## src/rtl/alm_pkg.sv

```systemverilog
// Package: shared constants for the threshold alarm engine.
// Assumes a 16-bit control word with four-bit fields per channel.
package alm_pkg;
    localparam int NCH    = 4;   // channels: X, Y, Z, S
    localparam int NDYN   = 3;   // channels that support rate mode
    localparam int F_EN   = 0;   // enable field base bit
    localparam int F_SRC  = 4;   // source select field base bit
    localparam int F_POL  = 8;   // polarity field base bit
    localparam int F_MODE = 12;  // rate-mode field base bit
    localparam int A_CTRL = 0;   // control word address
    localparam int A_THR0 = 1;   // first limit register (X..S follow)
    localparam int A_PER0 = 5;   // first period register (X..Z follow)
    localparam int A_CMD  = 8;   // command address
    localparam int CMD_CLR_BIT = 0;
endpackage

```

## src/rtl/alm_regs.sv

```systemverilog
// Module: alm_regs
// Holds the control word, per-channel limits and per-axis periods.
// Decodes the clear command into a one-cycle pulse, combinationally,
// so that the clear acts at the same edge as the write.
// Assumes writes to unmapped addresses are simply dropped.
module alm_regs
    import alm_pkg::*;
#(
    parameter int DW = 16,
    parameter int AW = 4,
    parameter int PW = 16
) (
    input  logic          clk,
    input  logic          rst_n,
    input  logic          wr_en,
    input  logic [AW-1:0] wr_addr,
    input  logic [DW-1:0] wr_data,
    output logic [DW-1:0] ctrl,
    output logic [DW-1:0] thr [NCH],
    output logic [PW-1:0] per [NDYN],
    output logic          clr
);
    // Register file update on writes.
    always_ff @(posedge clk) begin
        if (!rst_n) begin
            ctrl <= '0;
            for (int i = 0; i < NCH; i++)  thr[i] <= '0;
            for (int i = 0; i < NDYN; i++) per[i] <= '0;
        end else if (wr_en) begin
            if (wr_addr == AW'(A_CTRL)) ctrl <= wr_data;
            for (int i = 0; i < NCH; i++)
                if (wr_addr == AW'(A_THR0 + i)) thr[i] <= wr_data;
            for (int i = 0; i < NDYN; i++)
                if (wr_addr == AW'(A_PER0 + i)) per[i] <= wr_data[PW-1:0];
        end
    end

    // Clear command decode.
    always_comb begin
        clr = wr_en && (wr_addr == AW'(A_CMD)) && wr_data[CMD_CLR_BIT];
    end
endmodule

```

## src/rtl/alm_rate.sv

```systemverilog
// Module: alm_rate
// Rate-of-change detector for one channel. It holds a reference sample,
// counts valid samples, and on the N-th one compares the signed change
// against a magnitude, then takes that sample as the next reference.
// Assumes run drops for at least one cycle on disable or clear, which
// re-arms the window.
module alm_rate #(
    parameter int DW = 16,
    parameter int PW = 16
) (
    input  logic          clk,
    input  logic          rst_n,
    input  logic          run,
    input  logic          valid,
    input  logic [DW-1:0] smp,
    input  logic [DW-1:0] mag,
    input  logic [PW-1:0] per,
    input  logic          pol,
    output logic          hit
);
    logic                 armed;
    logic [DW-1:0]        refv;
    logic [PW:0]          cnt;
    logic [PW:0]          cnt_nx;
    logic [PW:0]          lim;
    logic                 last;
    logic signed [DW+1:0] rise;
    logic signed [DW+1:0] fall;
    logic signed [DW+1:0] magx;

    // Window length, change values and the end-of-window condition.
    always_comb begin
        lim    = (per == '0) ? (PW+1)'(1) : {1'b0, per};
        cnt_nx = cnt + (PW+1)'(1);
        last   = armed && (cnt_nx >= lim);
        rise   = $signed({{2{smp[DW-1]}}, smp}) - $signed({{2{refv[DW-1]}}, refv});
        fall   = $signed({{2{refv[DW-1]}}, refv}) - $signed({{2{smp[DW-1]}}, smp});
        magx   = $signed({{2{mag[DW-1]}}, mag});
        hit    = valid && last && (pol ? (rise > magx) : (fall > magx));
    end

    // Reference capture and sample counting.
    always_ff @(posedge clk) begin
        if (!rst_n) begin
            armed <= 1'b0;
            refv  <= '0;
            cnt   <= '0;
        end else if (!run) begin
            armed <= 1'b0;
            cnt   <= '0;
        end else if (valid) begin
            if (!armed || last) begin
                refv  <= smp;
                armed <= 1'b1;
                cnt   <= '0;
            end else begin
                cnt <= cnt_nx;
            end
        end
    end
endmodule

```

## src/rtl/alm_chan.sv

```systemverilog
// Module: alm_chan
// One alarm channel: selects between two sample sources, applies a
// static or (when HAS_DYN) rate-of-change compare, and keeps a sticky
// flag that only the clear pulse drops. Clear has priority over a hit.
// Assumes inputs are sampled only when valid is high.
module alm_chan #(
    parameter int DW      = 16,
    parameter int PW      = 16,
    parameter bit HAS_DYN = 1'b1
) (
    input  logic          clk,
    input  logic          rst_n,
    input  logic          en,
    input  logic          src,
    input  logic          pol,
    input  logic          dyn,
    input  logic          clr,
    input  logic          valid,
    input  logic [DW-1:0] smp_a,
    input  logic [DW-1:0] smp_b,
    input  logic [DW-1:0] thr,
    input  logic [PW-1:0] per,
    output logic          flag
);
    logic [DW-1:0] sel;
    logic          st_hit;
    logic          dyn_hit;
    logic          use_dyn;
    logic          hit;

    // Source selection and static compare.
    always_comb begin
        sel    = src ? smp_b : smp_a;
        st_hit = pol ? ($signed(sel) > $signed(thr)) : ($signed(sel) < $signed(thr));
    end

    generate
        if (HAS_DYN) begin : g_dyn
            alm_rate #(.DW(DW), .PW(PW)) u_rate (
                .clk   (clk),
                .rst_n (rst_n),
                .run   (en && dyn && !clr),
                .valid (valid),
                .smp   (sel),
                .mag   (thr),
                .per   (per),
                .pol   (pol),
                .hit   (dyn_hit)
            );
            assign use_dyn = dyn;
        end else begin : g_static
            logic unused_rate;
            assign unused_rate = ^{per, dyn};
            assign dyn_hit     = 1'b0;
            assign use_dyn     = 1'b0;
        end
    endgenerate

    // Qualified alarm condition.
    always_comb begin
        hit = en && valid && (use_dyn ? dyn_hit : st_hit);
    end

    // Sticky flag with clear priority.
    always_ff @(posedge clk) begin
        if (!rst_n)   flag <= 1'b0;
        else if (clr) flag <= 1'b0;
        else if (hit) flag <= 1'b1;
    end
endmodule

```

## src/rtl/thr_alarm_engine.sv

```systemverilog
// Module: thr_alarm_engine (top)
// Four-channel threshold alarm engine. Channels X, Y, Z choose between
// acceleration and inclination samples and support static or
// rate-of-change compares; channel S chooses temperature or supply and
// is static only. Flags are sticky; alarm_any is their OR.
// Assumes all sample inputs are valid together under smp_valid.
module thr_alarm_engine
    import alm_pkg::*;
#(
    parameter int DW = 16,
    parameter int AW = 4,
    parameter int PW = 16
) (
    input  logic          clk,
    input  logic          rst_n,
    input  logic          wr_en,
    input  logic [AW-1:0] wr_addr,
    input  logic [DW-1:0] wr_data,
    input  logic          smp_valid,
    input  logic [DW-1:0] acc_x,
    input  logic [DW-1:0] acc_y,
    input  logic [DW-1:0] acc_z,
    input  logic [DW-1:0] inc_x,
    input  logic [DW-1:0] inc_y,
    input  logic [DW-1:0] inc_z,
    input  logic [DW-1:0] temp_smp,
    input  logic [DW-1:0] supply_smp,
    output logic [NCH-1:0] alarm_flags,
    output logic          alarm_any
);
    logic [DW-1:0] ctrl;
    logic [DW-1:0] thr [NCH];
    logic [PW-1:0] per [NDYN];
    logic          clr;
    logic [DW-1:0] smp_a [NCH];
    logic [DW-1:0] smp_b [NCH];
    logic          unused_ctrl;

    alm_regs #(.DW(DW), .AW(AW), .PW(PW)) u_regs (
        .clk     (clk),
        .rst_n   (rst_n),
        .wr_en   (wr_en),
        .wr_addr (wr_addr),
        .wr_data (wr_data),
        .ctrl    (ctrl),
        .thr     (thr),
        .per     (per),
        .clr     (clr)
    );

    // Route the sample inputs to per-channel source pairs.
    always_comb begin
        smp_a[0] = acc_x;    smp_b[0] = inc_x;
        smp_a[1] = acc_y;    smp_b[1] = inc_y;
        smp_a[2] = acc_z;    smp_b[2] = inc_z;
        smp_a[3] = temp_smp; smp_b[3] = supply_smp;
    end

    assign unused_ctrl = ^ctrl[DW-1:F_MODE+NDYN];

    generate
        for (genvar ch = 0; ch < NCH; ch++) begin : g_ch
            if (ch < NDYN) begin : g_axis
                alm_chan #(.DW(DW), .PW(PW), .HAS_DYN(1'b1)) u_chan (
                    .clk   (clk),
                    .rst_n (rst_n),
                    .en    (ctrl[F_EN + ch]),
                    .src   (ctrl[F_SRC + ch]),
                    .pol   (ctrl[F_POL + ch]),
                    .dyn   (ctrl[F_MODE + ch]),
                    .clr   (clr),
                    .valid (smp_valid),
                    .smp_a (smp_a[ch]),
                    .smp_b (smp_b[ch]),
                    .thr   (thr[ch]),
                    .per   (per[ch]),
                    .flag  (alarm_flags[ch])
                );
            end else begin : g_sys
                alm_chan #(.DW(DW), .PW(PW), .HAS_DYN(1'b0)) u_chan (
                    .clk   (clk),
                    .rst_n (rst_n),
                    .en    (ctrl[F_EN + ch]),
                    .src   (ctrl[F_SRC + ch]),
                    .pol   (ctrl[F_POL + ch]),
                    .dyn   (1'b0),
                    .clr   (clr),
                    .valid (smp_valid),
                    .smp_a (smp_a[ch]),
                    .smp_b (smp_b[ch]),
                    .thr   (thr[ch]),
                    .per   ('0),
                    .flag  (alarm_flags[ch])
                );
            end
        end
    endgenerate

    // Combined indicator.
    always_comb begin
        alarm_any = |alarm_flags;
    end
endmodule

```

## config.mk

```make
export PLATFORM = sky130hd
export DESIGN_NAME = thr_alarm_engine
export DESIGN_NICKNAME = d
export VERILOG_FILES = /design/src/rtl/alm_pkg.sv /design/src/rtl/alm_regs.sv /design/src/rtl/alm_rate.sv /design/src/rtl/alm_chan.sv /design/src/rtl/thr_alarm_engine.sv
export SDC_FILE = /design/constraint.sdc
export NUM_CORES = 1
export LEC_CHECK = 0
export CAP_MARGIN = 20
export CORE_ASPECT_RATIO = 0.8
export CORE_UTILIZATION = 45
export CTS_BUF_LIST = sky130_fd_sc_hd__clkbuf_16
export CTS_CLUSTER_SIZE = 30
export DETAILED_ROUTE_END_ITERATION = 12
export DONT_BUFFER_PORTS = 1
export PLACE_DENSITY = 0.7
export SLEW_MARGIN = 25
export SYNTH_ARGS = -nofsm -noshare
export SYNTH_HDL_FRONTEND = slang
export SYNTH_SLANG_ARGS = --single-unit
```

## constraint.sdc

```tcl
create_clock -name clk -period 4.35 [get_ports clk]
set_input_delay 0.435 -clock clk [delete_from_list [all_inputs] [get_ports clk]]
set_output_delay 0.435 -clock clk [all_outputs]
set_load 0.02 [all_outputs]
```

[After elaboration in Yosys (flattened, before gate mapping)]
Index checks and enable logic that the tools add are counted.
Word-level totals
  flip-flop bits (word level): 233
  latch bits: 0
  memory bits (writable): 0
  bits in read-only memories: 0
  input port bits: 152
  output and inout port bits: 5
  word-level logic and storage cells: 131
  memories kept: 0
Cells by class
  $add $sub $neg: 9
  multiply operators: 0
  div/mod/pow operators: 0
  $lt $le $gt $ge: 17
  equality and inequality tests: 8
  shifts and indexed selects: 0
  mux-type cells: 20
  bitwise operators: 1
  reductions and logical operators: 55
Operators with widths (number)
  16-bit two-way mux: 7
  17-bit by 16-bit greater-than comparator with 1-bit output: 6
  16-bit by 16-bit subtractor with 17-bit output: 6
  16-bit greater-than comparator: 4
  16-bit less-than comparator: 4
  17-bit by 1-bit adder with 17-bit output (second input constant): 3
  17-bit by 16-bit >= comparator with 1-bit output: 3
  17-bit two-way mux: 3
  16-bit logical NOT: 3
  2-bit AND reduction: 14
  1-bit logical AND: 25
  4-bit by 3-bit equality test with 1-bit output (second input constant): 4
  1-bit two-way mux: 10
  3-bit AND reduction: 3
  4-bit by 2-bit equality test with 1-bit output (second input constant): 2
  4-bit by 1-bit equality test with 1-bit output (second input constant): 1
  4-bit equality test (second input constant): 1
  1-bit logical NOT: 4
  4-bit logical NOT: 1
  4-bit OR reduction: 1
  1-bit logical OR: 3
  2-bit OR reduction: 1
  1-bit NOT: 1

[Longest topological paths before layout]
  depth after elaboration: 8
  depth in mapped cells: 22

[Modules after synthesis]
From an unflattened synthesis, not the netlist that was laid out.
Second synthesis, totals
  cells, all modules: 2524
  area total of the unflattened synthesis: 20907.6 um^2
Modules (own cells, without submodules)
  alm_regs: instances 1, cells an instance 444, area an instance 4668.2 um^2, seq. area each 2562.5 um^2
  alm_rate at g_ch[1].g_axis.u_chan.g_dyn.u_rate: instances 1, cells an instance 590, area an instance 4511.8 um^2, seq. area each 680.7 um^2
  alm_rate at g_ch[0].g_axis.u_chan.g_dyn.u_rate: instances 1, cells an instance 577, area an instance 4460.5 um^2, seq. area each 680.7 um^2
  alm_rate at g_ch[2].g_axis.u_chan.g_dyn.u_rate: instances 1, cells an instance 564, area an instance 4405.5 um^2, seq. area each 680.7 um^2
  alm_chan at g_ch[0].g_axis.u_chan ...: instances 3, cells an instance 89, area an instance 726.9 um^2, seq. area each 20.0 um^2
  alm_chan at g_ch[3].g_sys.u_chan: instances 1, cells an instance 80, area an instance 669.4 um^2, seq. area each 20.0 um^2
  thr_alarm_engine: instances 1, cells an instance 2, area an instance 11.3 um^2, seq. area each 0.0 um^2

[Worst setup path before layout]
Ideal clock, no wire load.
  path type: reg2reg
  from: register u_regs.ctrl[4]
  to: register g_ch[0].g_axis.u_chan.flag
  library setup time: 0.101 ns
  arrival: 4.581 ns
  data required time: 4.249 ns
  setup slack: -0.332 ns
  cell stages (with the launch flop): 21
  buffers on the path: 2
  period minus slack after synthesis: 4.682 ns
  path through: dfxtp_1 -> clkbuf_1 -> clkbuf_1 -> mux2i_1 -> inv_1 -> fa_1 -> nand3_1 -> a21boi_0 -> o21ai_0 -> nand2b_1 -> o41ai_1 -> o21bai_1 -> xor2_1 -> ha_1 -> and4_1 -> nand4_1 -> nor3_1 -> o31ai_1 -> o211ai_1 -> a31oi_1 -> o41ai_1
On the way
  cells in the longest elaborated chain, start to end: 7
  elaborated cells on any way between the ends: 12
Ends and longest elaborated chain
  from (decl): RTL line alm_regs.sv:18  | output logic [DW-1:0] ctrl,
  from (signal assigned): RTL line alm_regs.sv:30  | if (wr_addr == AW'(A_CTRL)) ctrl <= wr_data;
  16-bit two-way mux (*): RTL line alm_chan.sv:33  | sel = src ? smp_b : smp_a;
  net g_ch[0].g_axis.u_chan.g_dyn.u_rate.smp[1]: RTL line alm_rate.sv:15  | input logic [DW-1:0] smp,
  16-bit by 16-bit subtractor with 17-bit output (on tied branches): RTL line alm_rate.sv:37, alm_rate.sv:36
  17-bit by 16-bit greater-than comparator with 1-bit output: RTL line alm_rate.sv:39  | hit = valid && last && (pol ? (rise > magx) : (fall > magx));
  1-bit two-way mux: RTL line alm_rate.sv:39
  1-bit logical AND: RTL line alm_rate.sv:39
  1-bit two-way mux (*): RTL line alm_chan.sv:61  | hit = en && valid && (use_dyn ? dyn_hit : st_hit);
  1-bit logical AND (*): RTL line alm_chan.sv:61
  to (signal assigned): RTL line alm_chan.sv:66  | if (!rst_n) flag <= 1'b0;
  to (signal assigned): RTL line alm_chan.sv:67  | else if (clr) flag <= 1'b0;
  to (signal assigned): RTL line alm_chan.sv:68  | else if (hit) flag <= 1'b1;
  to (decl): RTL line alm_chan.sv:23  | output logic flag
Mark *: on every way through the listed nets, which the timed path passes. The rest lies on a longest branch.
A chain may end at the register's enable or synchronous reset.

[Final worst setup path]
  from: register u_regs.ctrl[5]
  to: register g_ch[1].g_axis.u_chan.flag
On the way
  cells in the longest elaborated chain, start to end: 7
  elaborated cells on any way between the ends: 12
Ends and longest elaborated chain (RTL line)
  16-bit two-way mux (*): alm_chan.sv:33
  net g_ch[1].g_axis.u_chan.g_dyn.u_rate.smp[0]: alm_rate.sv:15
  16-bit by 16-bit subtractor with 17-bit output (on tied branches): alm_rate.sv:37, alm_rate.sv:36
  17-bit by 16-bit greater-than comparator with 1-bit output: alm_rate.sv:39
  1-bit two-way mux: alm_rate.sv:39
  1-bit logical AND: alm_rate.sv:39
  1-bit two-way mux (*): alm_chan.sv:61
  1-bit logical AND (*): alm_chan.sv:61
  to (signal assigned): alm_chan.sv:66
  to (signal assigned): alm_chan.sv:67
  to (signal assigned): alm_chan.sv:68
  to (decl): alm_chan.sv:23
Marked as above.

==> results.md <==
- Status: complete, no violations
- Hold Crit Start: wr_data[9]
- Largest cells by area after synthesis: dfxtp_1, ha_1, nand2_1, mux2i_1, inv_1
- Final Slew Violations: 0
- Clock buffer depth: 3
- FILL cells: around 4.3k
- Worst Reg-to-Reg Cells: 20
- Dominant cell type by area after synthesis: dfxtp_1
- Port bufs: 0
- Synthesized net count: slightly above 3k
- Ys flop type: dfxtp_1
- Clk sink count: between 200 and 250
- Global-route usage over all layers: around 25%
- CTS Root Cell: clkbuf_16
- Power, Total: between 0.005 and 0.006 W
- Die Y: between 150 and 200 µm
- Vias in the first global route: roughly 17k
- Endpoints failing setup: 0
- Global-route wire length before repair: between 90000 and 100000 µm
- Number of synthesized flops with an enable pin: 0
- Hold endpoint: u_regs.thr[25]
- CP Launch Type: flop
- Layout cells sized above 1: under 10%
- Synth top area share: a little under a quarter
- Clk slew on worst S/H paths: roughly 0.070 ns
- Cell Pwr Density: roughly 240 mW/mm²
- Vias: between 15k and 20k
- Skew final: approximately 0.015 ns
- Hold Crit Depth: 2
- R2r endpoint: g_ch[1].g_axis.u_chan.flag
- RSZ-0062 raised after global routing: yes
- Hpwl dp: about 46000 µm
- # IOs: ~160
- VDD IR max: 0.000238 V
- Initial antenna violation count: 2
- Multi-input logic area: about 0.015 mm²
- CTS Hold Bufs: 0
- Slew @ Worst Pin: between 0.9 and 1 ns
- Sequential share of the synthesized area: 22.8%
- Final hold violations: 0
- Period Utilization, post-route: between 90% and 100%
- CTS HTree Levels: 1
- WP data arrival: about 4.7 ns
- Hold slack: 0.0231 ns
- Die area: 0.0464 mm²
- R2r setup slk: ~0.12 ns
- Cells after Synth: 2557
- Critical Path Fanout Max: 3
- Setup crit end kind: flop
- Netlist cell types: 76
- Crit path kind: reg2reg
- Gpl congestion: between 0.9 and 1
- Ys async rst share: 0%
- GRT overflow: 0
- Largest net degree at the start of global routing: 212
- Cell Area, Placed: between 0.02 and 0.025 mm²
- Nets: roughly 3.0k
- Crit Reg-Reg Startpoint: u_regs.ctrl[5]
- DRC violations left: 0
- Wire per inst: about 19 µm
- Initial Util: 45.9%
- Syn avg cell area: between 8 and 9 µm²
- Slew HR: 37.3%
- Site row count: 69
- Syn-to-layout area delta: 9.60%
- Reg area: ~0.0047 mm²
- Antenna Nets Post-Route: 0
- 1st-iter DRT viols: ~1.3k
- Wirelength, routed: around 59000 µm
- FF+latch count, synth: 233
- TritonCTS clock tree: yes
- Die width: approximately 240 µm
- Synth Cell Area: ~0.020 mm²
- Drt pass-1 iters: 5
- Period minus WS final: 4.23 ns
- Antenna diodes: 0
- Clk Latency, worst-skew pair: between 0.5 and 0.6 ns
- Core area: approximately 0.045 mm²
- Fin area: 0.0224 mm²
- Max Cap Viol: 0
- Worst hold path class: in2reg
- CTS Buf Count: 27
- Synth warnings: 0
- Required time of the worst setup path: between 4 and 5 ns
- Pleak: between 9 and 10 nW
- Max Clk Rate: approximately 0.24 GHz
- Drt via density: approximately 5.7
==> Yosys cell counts (all sizes together), types with 7 or more instances <==
| cell | count |
|---|---|
| a211o | 8 |
| a211oi | 30 |
| a21boi | 73 |
| a21o | 48 |
| a21oi | 120 |
| a22o | 7 |
| a22oi | 9 |
| a31oi | 22 |
| and2 | 14 |
| and3 | 21 |
| and4 | 10 |
| buf | 17 |
| clkbuf | 113 |
| dfxtp | 233 |
| ha | 313 |
| inv | 233 |
| mux2 | 52 |
| mux2i | 104 |
| nand2 | 317 |
| nand2b | 24 |
| nand3 | 103 |
| nand3b | 14 |
| nand4 | 45 |
| nor2 | 99 |
| nor2b | 97 |
| nor3 | 43 |
| nor3b | 10 |
| nor4 | 21 |
| o2111ai | 8 |
| o211a | 17 |
| o211ai | 15 |
| o21a | 12 |
| o21ai | 91 |
| o21bai | 11 |
| o41ai | 7 |
| or3 | 9 |
| xnor2 | 75 |
| xor2 | 40 |
==> per-layer routing <==
metal	GRT usage [%]	wire [µm]
met4	7.30	1760
met5	0	26
met2	39.7	26100
met3	3.48	3070
met1	34.7	28300
==> how the worst max path moves through the flow <==
stage	start	end	slack [ns]
2_1_floorplan	u_regs.ctrl[4]	g_ch[0].g_axis.u_chan.flag	-0.04
3_3_place_gp	inc_z[0]	g_ch[2].g_axis.u_chan.flag	0.02
3_5_place_dp	inc_z[0]	g_ch[2].g_axis.u_chan.flag	-0.06
4_1_cts	u_regs.ctrl[6]	g_ch[2].g_axis.u_chan.flag	0.007
5_1_grt	u_regs.ctrl[5]	g_ch[1].g_axis.u_chan.flag	-0.07
6_report	u_regs.ctrl[5]	g_ch[1].g_axis.u_chan.flag	0.12
==> where the power goes <==
group | internal (W) | total, W | switching (W)
registers | 0.00215 | 0.00216 | 0.0000120
logic | 0.000420 | 0.000952 | 0.000532
clock network | 0.00137 | 0.00236 | 0.000996
total | 0.00394 | 0.00548 | 0.00154
==> repair_timing <==
action                     4_1_cts  5_1_grt
setup buffers                    0        5
resized for setup                3       53
pin swaps                        0       19
setup endpoints to repair        2        3
gates cloned                     0        0
==> layout make-up <==
type | instances | area share [%]
Clock inverter | 23 | 0.987
Timing Repair Buffer | 83 | 2.93
Tap cell | 603 | 3.36
Multi-Input combinational cell | 1961 | 65.0
Sequential cell | 233 | 20.8
Inverter | 233 | 3.90
Clock buffer | 27 | 3.01
==> stage by stage <==
stage	setup slack (ns)	utilization [%]	std cells	setup TNS [ns]
2_1_floorplan	-0.0449	-	2557	-0.0449
3_3_place_gp	0.0170	47.7	3107	0
3_5_place_dp	-0.0618	47.7	3107	-0.0618
4_1_cts	0.00741	49.8	3157	0
5_1_grt	-0.0651	50.3	3163	-0.0740
6_report	0.119	50.3	3163	0
==> flip-flops by register name, summed over array words and instances, names as in the netlist <==
| register | cells |
|---|---|
| g_ch.g_axis.u_chan.flag | 3 |
| g_ch.g_axis.u_chan.g_dyn.u_rate.armed | 3 |
| g_ch.g_axis.u_chan.g_dyn.u_rate.cnt | 51 |
| g_ch.g_axis.u_chan.g_dyn.u_rate.refv | 48 |
| g_ch.g_sys.u_chan.flag | 1 |
| u_regs.ctrl | 15 |
| u_regs.per | 48 |
| u_regs.thr | 64 |
==> cells in the final DEF (no fill, tap or decap), drive strengths merged, types with 10 or more instances in the layout <==
master  synthesis  final
a211oi         30     30
a21boi         73     73
a21o           48     48
a21oi         120    120
a31oi          22     22
and2           14     14
and3           21     21
and4           10     10
buf            17     83
clkbuf        113     27
clkinv          0     10
dfxtp         233    233
ha            313    313
inv           233    240
mux2           52     52
mux2i         104    104
nand2         317    317
nand2b         24     24
nand3         103    103
nand3b         14     14
nand4          45     45
nor2           99     99
nor2b          97     97
nor3           43     43
nor3b          10     10
nor4           21     21
o211a          17     17
o211ai         15     15
o21a           12     12
o21ai          91     91
o21bai         11     11
xnor2          75     75
xor2           40     40
==> worst max-delay path: stages (launching register included) <==
cell and delay (ns):
dfxtp_4 0.37, mux2_2 0.37, inv_1 0.10, ha_1 0.20, inv_1 0.06, fa_1 0.40, nand3_1 0.12, a21boi_0 0.12
o21ai_1 0.19, nand2b_1 0.16, a211o_1 0.36, a21oi_1 0.20, xnor2_1 0.10, ha_1 0.30, a21oi_1 0.06, nor2_1 0.12
a211oi_2 0.07, mux2i_1 0.17, a21oi_1 0.08, or4_1 0.51, o211ai_1 0.10
==> cells by family (layout without fill, tap and decap cells) <==
group,count (synthesis),after routing,synth area share [%]
AO/OA/AOI/OAI,524,524,17.2
XOR/XNOR,115,115,4.92
adder cells (fa/ha/maj),319,319,19.7
buffers and inverters,363,366,6.88
flip-flops,233,233,22.8
multiplexers,156,156,7.94
AND/OR/NAND/NOR,847,847,20.6
No activity file was read; power rests on OpenSTA's default activity.
